===== src/rtl/sgi_pkg.sv =====
package sgi_pkg;
  localparam int ACK_W     = 13;
  localparam int ACK_INT_W = 4;
  localparam int ACK_SRC_W = 3;
  localparam logic [ACK_W-1:0] IDLE_CODE = 13'd1023;

  // Control-to-datapath strobe for one target core's claim register.
  typedef struct packed {
    logic             load;
    logic [ACK_W-1:0] word;
  } ackStrobe_t;

  function automatic logic [ACK_W-1:0] packClaim(logic [ACK_INT_W-1:0] intId,
                                                 logic [ACK_SRC_W-1:0] srcId);
    return {srcId, 6'b000000, intId};
  endfunction
endpackage


===== src/rtl/sgi_control.sv =====
module sgi_control
  import sgi_pkg::*;
#(
  parameter int NUM_CORES = 4,
  parameter int NUM_INTS  = 16
) (
  input  logic                                  clk,
  input  logic                                  rstN,
  input  logic                                  bankedMode,
  input  logic [NUM_CORES-1:0]                  sendValid,
  input  logic [NUM_CORES*$clog2(NUM_INTS)-1:0] sendIntId,
  input  logic [NUM_CORES*NUM_CORES-1:0]        sendTargets,
  input  logic [NUM_CORES-1:0]                  ackReq,
  input  logic [NUM_CORES*NUM_INTS*NUM_CORES-1:0] pending,
  output logic [NUM_CORES*NUM_INTS*NUM_CORES-1:0] setBits,
  output logic [NUM_CORES*NUM_INTS*NUM_CORES-1:0] clrBits,
  output ackStrobe_t [NUM_CORES-1:0]            ackStb
);
  localparam int IW    = $clog2(NUM_INTS);
  localparam int SLICE = NUM_INTS * NUM_CORES;

  // Send decode: one set strobe per (target, interrupt, sender slot).
  always_comb begin
    setBits = '0;
    for (int s = 0; s < NUM_CORES; s++) begin
      for (int d = 0; d < NUM_CORES; d++) begin
        if (sendValid[s] && sendTargets[s*NUM_CORES+d]) begin
          setBits[(d*NUM_INTS + int'(sendIntId[s*IW +: IW]))*NUM_CORES
                  + (bankedMode ? s : 0)] = 1'b1;
        end
      end
    end
  end

  for (genvar d = 0; d < NUM_CORES; d++) begin : g_tgt
    logic [SLICE-1:0]     pendSlice;
    logic [SLICE-1:0]     clrSlice;
    logic                 found;
    logic [ACK_INT_W-1:0] selInt;
    logic [ACK_SRC_W-1:0] selSrc;

    assign pendSlice = pending[d*SLICE +: SLICE];

    // Lowest interrupt number first, then lowest sender.
    always_comb begin
      found  = 1'b0;
      selInt = '0;
      selSrc = '0;
      for (int i = 0; i < NUM_INTS; i++) begin
        for (int s = 0; s < NUM_CORES; s++) begin
          if (!found && pendSlice[i*NUM_CORES+s]) begin
            found  = 1'b1;
            selInt = ACK_INT_W'(i);
            selSrc = ACK_SRC_W'(s);
          end
        end
      end
    end

    always_comb begin
      clrSlice = '0;
      if (ackReq[d] && found)
        clrSlice[int'(selInt)*NUM_CORES + int'(selSrc)] = 1'b1;
    end

    assign clrBits[d*SLICE +: SLICE] = clrSlice;
    assign ackStb[d].load = ackReq[d];
    assign ackStb[d].word = found ? packClaim(selInt, selSrc) : IDLE_CODE;

    // one claim clears at most one entry per target.
    p_single_clear_r8: assert property (@(posedge clk) disable iff (!rstN)
      $onehot0(clrSlice));
    // a clear strobe only ever targets an entry that is pending.
    p_clear_only_pending_r7: assert property (@(posedge clk) disable iff (!rstN)
      (clrSlice & ~pendSlice) == '0);
  end
endmodule


===== src/rtl/sgi_datapath.sv =====
module sgi_datapath
  import sgi_pkg::*;
#(
  parameter int NUM_CORES = 4,
  parameter int NUM_INTS  = 16
) (
  input  logic                                    clk,
  input  logic                                    rstN,
  input  logic [NUM_CORES*NUM_INTS*NUM_CORES-1:0] setBits,
  input  logic [NUM_CORES*NUM_INTS*NUM_CORES-1:0] clrBits,
  input  ackStrobe_t [NUM_CORES-1:0]              ackStb,
  output logic [NUM_CORES*NUM_INTS*NUM_CORES-1:0] pending,
  output logic [NUM_CORES*ACK_W-1:0]              ackData,
  output logic [NUM_CORES-1:0]                    irq
);
  localparam int SLICE = NUM_INTS * NUM_CORES;

  // Set wins over clear so a send racing a claim is kept.
  always_ff @(posedge clk) begin
    if (!rstN) pending <= '0;
    else       pending <= (pending & ~clrBits) | setBits;
  end

  for (genvar d = 0; d < NUM_CORES; d++) begin : g_out
    always_ff @(posedge clk) begin
      if (!rstN)               ackData[d*ACK_W +: ACK_W] <= IDLE_CODE;
      else if (ackStb[d].load) ackData[d*ACK_W +: ACK_W] <= ackStb[d].word;
    end
    assign irq[d] = |pending[d*SLICE +: SLICE];
  end

  // every set strobe is present in the state one edge later.
  p_set_kept_r9: assert property (@(posedge clk) disable iff (!rstN)
    $past(rstN) |-> ((pending & $past(setBits)) == $past(setBits)));
  // a clear without a competing set empties the entry.
  p_clear_done_r8: assert property (@(posedge clk) disable iff (!rstN)
    $past(rstN) |-> ((pending & $past(clrBits & ~setBits)) == '0));
endmodule


===== src/rtl/sgi_tracker.sv =====
module sgi_tracker
  import sgi_pkg::*;
#(
  parameter int NUM_CORES = 4,
  parameter int NUM_INTS  = 16
) (
  input  logic                                  clk,
  input  logic                                  rstN,
  input  logic                                  bankedMode,
  input  logic [NUM_CORES-1:0]                  sendValid,
  input  logic [NUM_CORES*$clog2(NUM_INTS)-1:0] sendIntId,
  input  logic [NUM_CORES*NUM_CORES-1:0]        sendTargets,
  input  logic [NUM_CORES-1:0]                  ackReq,
  output logic [NUM_CORES*ACK_W-1:0]            ackData,
  output logic [NUM_CORES-1:0]                  irq
);
  localparam int TOTAL = NUM_CORES * NUM_INTS * NUM_CORES;

  initial begin
    if (NUM_INTS > (1 << ACK_INT_W) || NUM_CORES > (1 << ACK_SRC_W))
      $error("sgi_tracker: parameters exceed claim word fields");
  end

  logic [TOTAL-1:0]           pending;
  logic [TOTAL-1:0]           setBits;
  logic [TOTAL-1:0]           clrBits;
  ackStrobe_t [NUM_CORES-1:0] ackStb;

  sgi_control #(.NUM_CORES(NUM_CORES), .NUM_INTS(NUM_INTS)) u_ctrl (
    .clk(clk), .rstN(rstN), .bankedMode(bankedMode),
    .sendValid(sendValid), .sendIntId(sendIntId), .sendTargets(sendTargets),
    .ackReq(ackReq), .pending(pending),
    .setBits(setBits), .clrBits(clrBits), .ackStb(ackStb)
  );

  sgi_datapath #(.NUM_CORES(NUM_CORES), .NUM_INTS(NUM_INTS)) u_dp (
    .clk(clk), .rstN(rstN), .setBits(setBits), .clrBits(clrBits),
    .ackStb(ackStb), .pending(pending), .ackData(ackData), .irq(irq)
  );

  for (genvar d = 0; d < NUM_CORES; d++) begin : g_chk
    // a claim with nothing pending yields the idle code.
    p_idle_claim_r7: assert property (@(posedge clk) disable iff (!rstN)
      (ackReq[d] && !irq[d]) |=> (ackData[d*ACK_W +: ACK_W] == IDLE_CODE));
    for (genvar s = 0; s < NUM_CORES; s++) begin : g_src
      // a targeted send raises the target's irq next cycle.
      p_send_raises_r2: assert property (@(posedge clk) disable iff (!rstN)
        (sendValid[s] && sendTargets[s*NUM_CORES+d]) |=> irq[d]);
    end
  end
endmodule


===== config.mk =====
export PLATFORM = sky130hd
export DESIGN_NAME = sgi_tracker
export DESIGN_NICKNAME = d
export VERILOG_FILES = /design/src/rtl/sgi_pkg.sv /design/src/rtl/sgi_control.sv /design/src/rtl/sgi_datapath.sv /design/src/rtl/sgi_tracker.sv
export SDC_FILE = /design/constraint.sdc
export NUM_CORES = 1
export LEC_CHECK = 0
export BUFFER_PORTS_ARGS = -buffer_cell sky130_fd_sc_hd__clkbuf_2
export CORE_MARGIN = 2
export CORE_UTILIZATION = 50
export CTS_CLUSTER_DIAMETER = 50
export DETAILED_ROUTE_END_ITERATION = 7
export GPL_TIMING_DRIVEN = 0
export PLACE_DENSITY_LB_ADDON = 0.1
export SLEW_MARGIN = 40
export SYNTH_ARGS = -nofsm -noshare
export SYNTH_HDL_FRONTEND = slang
export SYNTH_SLANG_ARGS = --single-unit

===== constraint.sdc =====
create_clock -name clk -period 8.4 [get_ports clk]
set_clock_uncertainty 0.15 [all_clocks]
set_input_delay 1.68 -clock clk [delete_from_list [all_inputs] [get_ports clk]]
set_output_delay 1.68 -clock clk [all_outputs]
set_load 0.01 [all_outputs]

## Word level (Yosys, flattened, before mapping)

Index checks and enable logic that the tools add are counted.

- $add $sub $neg: 28
- Order comparisons: 40
- Multiplexer cells: 815
- Bitwise logic cells: 18
- Reduce and logical (&&, ||, !) cells: 548

Operators with widths:

| cell | number |
|---|---|
| $mux W256 | 15 |
| $or A256 B256 Y256 | 13 |
| $or A256 B253 Y256 | 3 |
| $ge A32 B1 Y1 const B | 19 |
| $mux W4 | 128 |
| $lt A32 B10 Y1 const B | 15 |
| $mux W2 | 221 |
| $mux W3 | 125 |
| $mux W1 | 297 |
| $logic_and A1 B1 Y1 | 292 |
| $add A32 B32 Y32 | 9 |
| $and A256 B256 Y256 | 1 |
| $mux W64 | 4 |
| $not A256 Y256 | 1 |
| $reduce_or A64 Y1 | 4 |
| $logic_not A1 Y1 | 252 |
| $lt A32 B8 Y1 const B | 4 |
| $add A7 B32 Y32 | 3 |
| $demux W1 S8 | 12 |
| $mux W61 | 1 |
| $add A6 B4 Y7 const A | 8 |
| $demux W1 S6 | 7 |
| $mux W12 | 3 |
| $add A5 B4 Y6 const A | 4 |
| 6 further kinds | 8 |

- Flip-flop bits (word level): 308
- Input bits: 43
- Output and inout port bits: 56
- Logic and storage cells: 1454

## Logic depth before layout (Yosys ltp)

Gate-level depths: netlist (run 1).

- Depth in word-level cells: 199
- Depth in mapped cells: 12
- Depth with buffers taken out: 8

## Hierarchy

Synthesis (run 1) repeated with hierarchy kept, for this count alone.

- Cell total of the unflattened synthesis: 2761
- Area total of the unflattened synthesis: 20413.3 sq um

Modules (own cells, without submodules):

| module | instances | cells an instance | area an instance (sq um) | sequential area each (sq um) |
|---|---|---|---|---|
| sgi_datapath | 1 | 1050 | 11175.7 | 6165.9 |
| sgi_control | 1 | 1711 | 9237.6 | 0.0 |

## Worst setup path after synthesis (run 1)

No wires, ideal clock.

- Path kind: flip-flop to output port
- From: register u_dp.pending[224]
- To: output port irq[3]
- Arrival time: 2017 ps
- Slack: 4553 ps
- Stages on the path, launching flop included: 6
- Buffers on the path: 0
- Path through: dfxtp_1 > or4_4 > nor4_4 > nand4_4 > nand2b_1 > or3_4

- Word-level cells in the longest chain between the ends: 1

RTL lines:

| item | RTL line | RTL |
|---|---|---|
| start: declaration | sgi_datapath.sv:12 | `output logic [NUM_CORES*NUM_INTS*NUM_CORES-1:0] pending,` |
| start signal: assignment | sgi_datapath.sv:21 | `else pending <= (pending & ~clrBits) \| setBits;` |
| $reduce_or A64 Y1 | sgi_datapath.sv:29 | `assign irq[d] = \|pending[d*SLICE +: SLICE];` |
| end: declaration | sgi_tracker.sv:15 | `output logic [NUM_CORES-1:0] irq` |

No other way between the ends.

## Worst setup path in the final report (run 1)

- From: register u_dp.pending[216]
- To: output port irq[3]

Same word-level chain as after synthesis.

==> flow_metrics.tcl, run 1 <==
set metrics [dict create \
    placement_rows 69 \
    fraction_of_final_layout_cells_with_drive_strength_greater_than_1 0.126 \
    crit_arrival_ns 3.26 \
    crit_slowest_cell "sky130_fd_sc_hd__nor4_1" \
    cts_inserted_buffers 39 \
    startpoint_type "flop" \
    dr.first_iter.drc_count 4239 \
    rsz_0062_raised_after_global_routing "no" \
    synth.cell_area_um2 18000 \
    worst_r2r_startpoint "u_dp.pending[132]" \
    cp.required_ns 6.57 \
    finalHoldViolCount 0 \
    crit_type "flop to output port" \
    critical_path.endpoint_type "output port" \
    grt_start_max_net_pins 15 \
    synth-seq-cells 284 \
    global_route.overflow_total 0 \
    fin_setup_tns_ns 0 \
    leading_post_synthesis_cells_by_cell_area "sky130_fd_sc_hd__dfxtp_1 32%, sky130_fd_sc_hd__a21oi_1 6.8%, sky130_fd_sc_hd__nand2_1 6.7%" \
    yosys_warnings 0 \
    outcome "completed" \
    worstRegToRegCells 9 \
    synth.avg_cell_area_um2 7.37 \
    worst-r2r-setup-slack_ns 4.29 \
    grt_first_pass_wirelength_mm 136 \
    postCtsHoldBufs 0 \
    placeableCoreArea_um2 35500 \
    report.final.slew_viol_count 0 \
    first_pass_iters 8 \
    drc 0 \
    portBuffers 91 \
    cts_htree_levels 2 \
    number_of_nets_in_the_finished_design 2629 \
    die_h_um 194 \
    synth_top_area_share 0.316 \
    postCtsResizedCells 0 \
    finalInstanceArea_um2 20700 \
    worstMarginPinSlew_ns 1.00 \
    io-pin-count 99 \
    postSynth.asyncResetShare 0 \
    primary_ff_master_synth "sky130_fd_sc_hd__dfxtp_1" \
    power.density_cell_area_nw_per_um2 202 \
    die_w_um 194 \
    count_of_distinct_cell_types_in_the_synthesized_netlist 95 \
    p_total_mw 4.18 \
    ir_drop_v 0.000236 \
    gp_routability_congestion 1.29 \
    worst_r2r_endpoint "u_dp.pending[154]" \
    placed_cells 3006 \
    netlist_instances 2444 \
    ys_seq_area_frac 0.316 \
    cts_root_buffer "sky130_fd_sc_hd__clkbuf_16" \
    grt_pass1_vias 20500 \
    vias 23000 \
    placed_cell_area_um2 19200 \
    synth_largest_area_cell "sky130_fd_sc_hd__dfxtp_1" \
    clock_sinks 284 \
    die_area_um2 37500 \
    crit_fanout 6 \
    stdcell_count 3081 \
    initial_utilization 0.507 \
    synth-edff-count 0 \
    timing.critical_path.from "u_dp.pending[216]" \
    min_period_ns 5.09 \
    syn_to_final_growth_pct 14.8 \
    maximum_capacitance_violations 0 \
    tritoncts_clock_tree "built" \
    route.detailed.vias_per_inst 7.46 \
    track_usage 0.485 \
    clock_path_buffers 3 \
    wire_per_inst_um 30.9 \
    slew-limit-headroom 0.332 \
    drt.antenna.violating_nets 0 \
    total_leakage_power_nw 6.80 \
    insertion_delay_ns 0.58 \
    crit_path_cell_trace "nor4_1, and4_1, nand4_4, nand2b_1, or3_4, clkbuf_2" \
    routed_wirelength_mm 95.3 \
    critical-path-max-stage-delay_ns 0.81 \
    post-cts-setup-buffer-count 0 \
    setup_viol_count_final 0 \
    grt_antenna_before_repair 1 \
    crit_end "irq[3]" \
    layout_worst_path_cycle_share 0.605 \
    clock.fmax_mhz 197 \
    dp.final_hpwl_mm 70.7 \
    worst_hold_path_type "flop to flop" \
    yosysMostFrequentCell "sky130_fd_sc_hd__nand2_1" \
    clkSlewWorstSetupHoldPaths_ns 0.06 \
    synth_common_cells "320 x sky130_fd_sc_hd__nand2_1, 284 x sky130_fd_sc_hd__dfxtp_1, 279 x sky130_fd_sc_hd__nor2_1" \
]
==> critical path: cells and delay by family, from the launching register on <==
| kind | cells | cell delay [ns] |
|---|---|---|
| and+or+nand+nor | 5 | 2.15 |
| buffers and inverters | 1 | 0.14 |
| DFF | 1 | 0.38 |
==> how the worst min path moves through the flow <==
stage | start | endpoint | slack (ns) | cells after the start
detailed placement | u_dp.ackData[40] | u_dp.ackData[40] | 0.31 | 2
CTS | u_dp.ackData[40] | u_dp.ackData[40] | 0.33 | 2
global route | u_dp.ackData[23] | u_dp.ackData[23] | 0.35 | 2
floorplan | u_dp.pending[26] | u_dp.pending[26] | 0.30 | 2
finish | u_dp.ackData[16] | u_dp.ackData[16] | 0.32 | 2
global placement | u_dp.ackData[42] | u_dp.ackData[42] | 0.30 | 2
==> registers in the layout, summed over array words and instances, names as in the netlist <==
signal,count
u_dp.ackData,28
u_dp.pending,256
==> layout by cell type, fill, tap and decap left out, drive strengths merged, types with 25 or more instances in the layout <==
cell type  netlist  layout
dfxtp          284     284
nor2b           25      25
nand3           40      40
inv             55      59
nor3            94      94
a211oi          41      41
o41ai           55      55
o31ai           40      40
and2            37      37
a21oi          247     247
buf             55      62
clkbuf         113     254
o22ai          150     150
nor4            72      72
a311oi         115     115
nand2          323     323
nor2           279     279
a31oi           28      28
o21ai           86      86
or4             41      41
==> metrics by stage <==
stage                     hold WS (ns)  setup WS (ns)  utilization
after floorplan                  0.301           4.55            -
after global placement           0.303           3.06        0.537
after detailed placement         0.312           3.98        0.541
after CTS                        0.327           3.31        0.579
after global routing             0.349           3.25        0.582
final                            0.323           3.31        0.582
==> where the power goes <==
group	internal [mW]	switching (mW)
clock	1.05	0.696
sequential	1.38	0.0415
combinational	0.280	0.725
==> layout make-up <==
| cell class | instances | area, µm² |
|---|---|---|
| plain buffers | 168 | 786 |
| inverters | 55 | 206 |
| clock buffers | 50 | 1090 |
| multi-input cells | 1940 | 11600 |
| flip-flops and latches | 284 | 5690 |
| fillers | 3362 | 14800 |
| well taps | 461 | 577 |
| diodes | 4 | 10.0 |
| clock inverters | 21 | 253 |
| repair buffers | 98 | 503 |
==> logic make-up (layout without fill, tap and decap cells) <==
| family | count (synthesis) | after routing | synth area share |
|---|---|---|---|
| AO/OA/AOI/OAI | 892 | 892 | 0.338 |
| AND/OR/NAND/NOR | 1039 | 1039 | 0.289 |
| multiplexers | 5 | 5 | 0.00278 |
| buffers and inverters | 223 | 392 | 0.0544 |
| flip-flops | 284 | 284 | 0.316 |
| other | 1 | 8 | 0.000208 |
==> layer usage <==
| metal | part of all wire | track usage | vias to the layer above |
|---|---|---|---|
| li1 | - | - | 9725 |
| met1 | 0.37 | 0.621 | 10700 |
| met2 | 0.39 | 0.674 | 2110 |
| met3 | 0.16 | 0.189 | 481 |
| met4 | 0.081 | 0.315 | 0 |
| met5 | 0 | 0 | - |
Note: power is estimated with default switching activity, not from simulation.
==> run 2: changes to the inputs <==
==> constraint.sdc (replaced) <==
create_clock -name clk -period 4.4 [get_ports clk]
set_clock_uncertainty 0.15 [all_clocks]
set_input_delay 0.88 -clock clk [delete_from_list [all_inputs] [get_ports clk]]
set_output_delay 0.88 -clock clk [all_outputs]
set_load 0.01 [all_outputs]
==> run 2 against run 1 <==
  * The flow now finishes with violations (design-rule violations)
  * Routed wire length rose by 0.12%
  * Via count barely moved
  * First-iteration DRC count fell by 2.4%
  * Power rose by 91%
  * Hold slack barely moved
  * Register-to-register slack got worse by 4.1 ns
  * Cell count barely moved
  * Critical path depth did not move
  * Setup slack got worse by 3.2 ns
  * Final area barely moved
  * Sequential share of layout area barely moved
  * Sequential power rose by 92%
==> flow_metrics.tcl, run 2 (same netlist as run 1, synthesis figures left out) <==
set metrics [dict create \
    die_h_um 194 \
    worst_path_dominant_cell_family "simple AND/OR/NAND/NOR gates" \
    crit_slowest_cell "sky130_fd_sc_hd__nor4_1" \
    initial_utilization 0.507 \
    placement_rows 69 \
    die_w_um 194 \
    total_leakage_power_nw 6.80 \
    grt_pass1_vias 20500 \
    stdcell_count 3082 \
    layout_worst_path_cycle_share 0.970 \
    layout.cells.most_common "sky130_fd_sc_hd__nand2_1" \
    clock.fmax_mhz 234 \
    ir_drop_v 0.000445 \
    grt_antenna_before_repair 1 \
    gp_routability_congestion 1.29 \
    min_period_ns 4.27 \
    first_pass_iters 8 \
    cp.buffers_inverters 1 \
    p_total_mw 7.98 \
    placeableCoreArea_um2 35500 \
    number_of_nets_in_the_finished_design 2629 \
    syn_to_final_growth_pct 14.8 \
    placed_cells 3006 \
    io-pin-count 99 \
    top_regs "u_dp.pending: 256 flops, u_dp.ackData: 28 flops" \
    drt.antenna.violating_nets 0 \
    portBuffers 91 \
    most-common-layout-cells "320 x sky130_fd_sc_hd__nand2_1, 284 x sky130_fd_sc_hd__dfxtp_1, 262 x sky130_fd_sc_hd__nor2_1" \
    setup_viol_count_final 0 \
    crit_path_cell_trace "nor4_1, and4_1, nand4_4, nand2b_1, or3_4, clkbuf_2" \
    rsz_0062_raised_after_global_routing "no" \
    crit_type "flop to output port" \
    crit_arrival_ns 3.24 \
    drc 19 \
    die_area_um2 37500 \
    cts_inserted_buffers 39 \
    clkSlewWorstSetupHoldPaths_ns 0.06 \
    cp.required_ns 3.37 \
    tritoncts_clock_tree "built" \
    routed_wirelength_mm 95.4 \
    wire_per_inst_um 30.9 \
    clock_path_buffers 3 \
    global_route.overflow_total 0 \
    critical-path-max-stage-delay_ns 0.80 \
    cts_htree_levels 2 \
    worstMarginPinSlew_ns 0.999 \
    grt_first_pass_wirelength_mm 136 \
    insertion_delay_ns 0.58 \
    cts_root_buffer "sky130_fd_sc_hd__clkbuf_16" \
    slew-limit-headroom 0.334 \
    max_flop_register "u_dp.pending" \
    maximum_capacitance_violations 0 \
    power.density_cell_area_nw_per_um2 386 \
    grt_start_max_net_pins 15 \
    track_usage 0.485 \
    dr.first_iter.drc_count 4139 \
    startpoint_type "flop" \
    clock_sinks 284 \
    outcome "finished with violations" \
    postCtsResizedCells 0 \
    postCtsHoldBufs 0 \
    post-cts-setup-buffer-count 0 \
    final.fill_count 3362 \
    dp.final_hpwl_mm 70.7 \
    vias 23000 \
    failed_checks "design-rule violations" \
    crit_fanout 6 \
    final_core_util 0.583 \
    finalHoldViolCount 0 \
    largest_register_ffs 256 \
    critical_path.endpoint_type "output port" \
    preCtsSetupSlack_ns 0.419 \
    setup_ws_ns 0.133 \
    fraction_of_final_layout_cells_with_drive_strength_greater_than_1 0.126 \
    worst_hold_path_type "flop to flop" \
    route.detailed.vias_per_inst 7.45 \
    report.final.slew_viol_count 0 \
]
run 2: cell types whose count changed in the layout (fill, tap and decap cells not counted), sizes merged:
cell	previous run	this run
diode	4	5
run 2: final cells by class:
cell class	count	area [µm²]	area share
Antenna cell	5	12.5	0.000605
Buffer	168	786	0.0380
Clock buffer	50	1090	0.0527
Clock inverter	21	253	0.0122
Inverter	55	206	0.00999
Multi-Input combinational cell	1940	11600	0.559
Sequential cell	284	5690	0.275
Tap cell	461	577	0.0279
Timing Repair Buffer	98	503	0.0243
run 2: per-layer routing:
layer	vias to the layer above	share of wire	GRT usage
li1	9716	-	-
met1	10600	0.36	0.621
met2	2144	0.39	0.675
met3	490	0.16	0.191
met4	0	0.082	0.313
met5	-	0	0
run 2: tightest hold or removal path: cells and delay by family, from the launching register on:
| family | cells | cell delay, ns |
|---|---|---|
| flip-flops | 1 | 0.32 |
| AO/OA/AOI/OAI | 1 | 0.07 |
| AND/OR/NAND/NOR | 1 | 0.06 |
run 2: metrics by stage:
step                      area (µm²)  TNS (ns)  hold slack (ns)
after global routing           20700         0            0.349
after floorplan                18000         0            0.301
final                          20700         0            0.323
after global placement         19000    -0.312            0.303
after detailed placement       19200         0            0.312
after CTS                      20500         0            0.327
run 2: final timing paths:
path              cells past startpoint              start                 to  slack [ns]
setup reg to reg                      9  u_dp.pending[132]  u_dp.pending[154]        0.24
hold reg to reg                       2   u_dp.ackData[16]   u_dp.ackData[16]        0.32
hold / removal                        2   u_dp.ackData[16]   u_dp.ackData[16]        0.32
setup / recovery                      6  u_dp.pending[216]             irq[3]        0.13
run 2: where the power goes:
group | leakage, nW | total [mW] | switching [mW] | internal (mW)
combinational | 3.85 | 1.92 | 1.39 | 0.535
clock | 0.653 | 3.35 | 1.33 | 2.01
sequential | 2.30 | 2.72 | 0.0790 | 2.64
total | 6.80 | 7.98 | 2.80 | 5.18
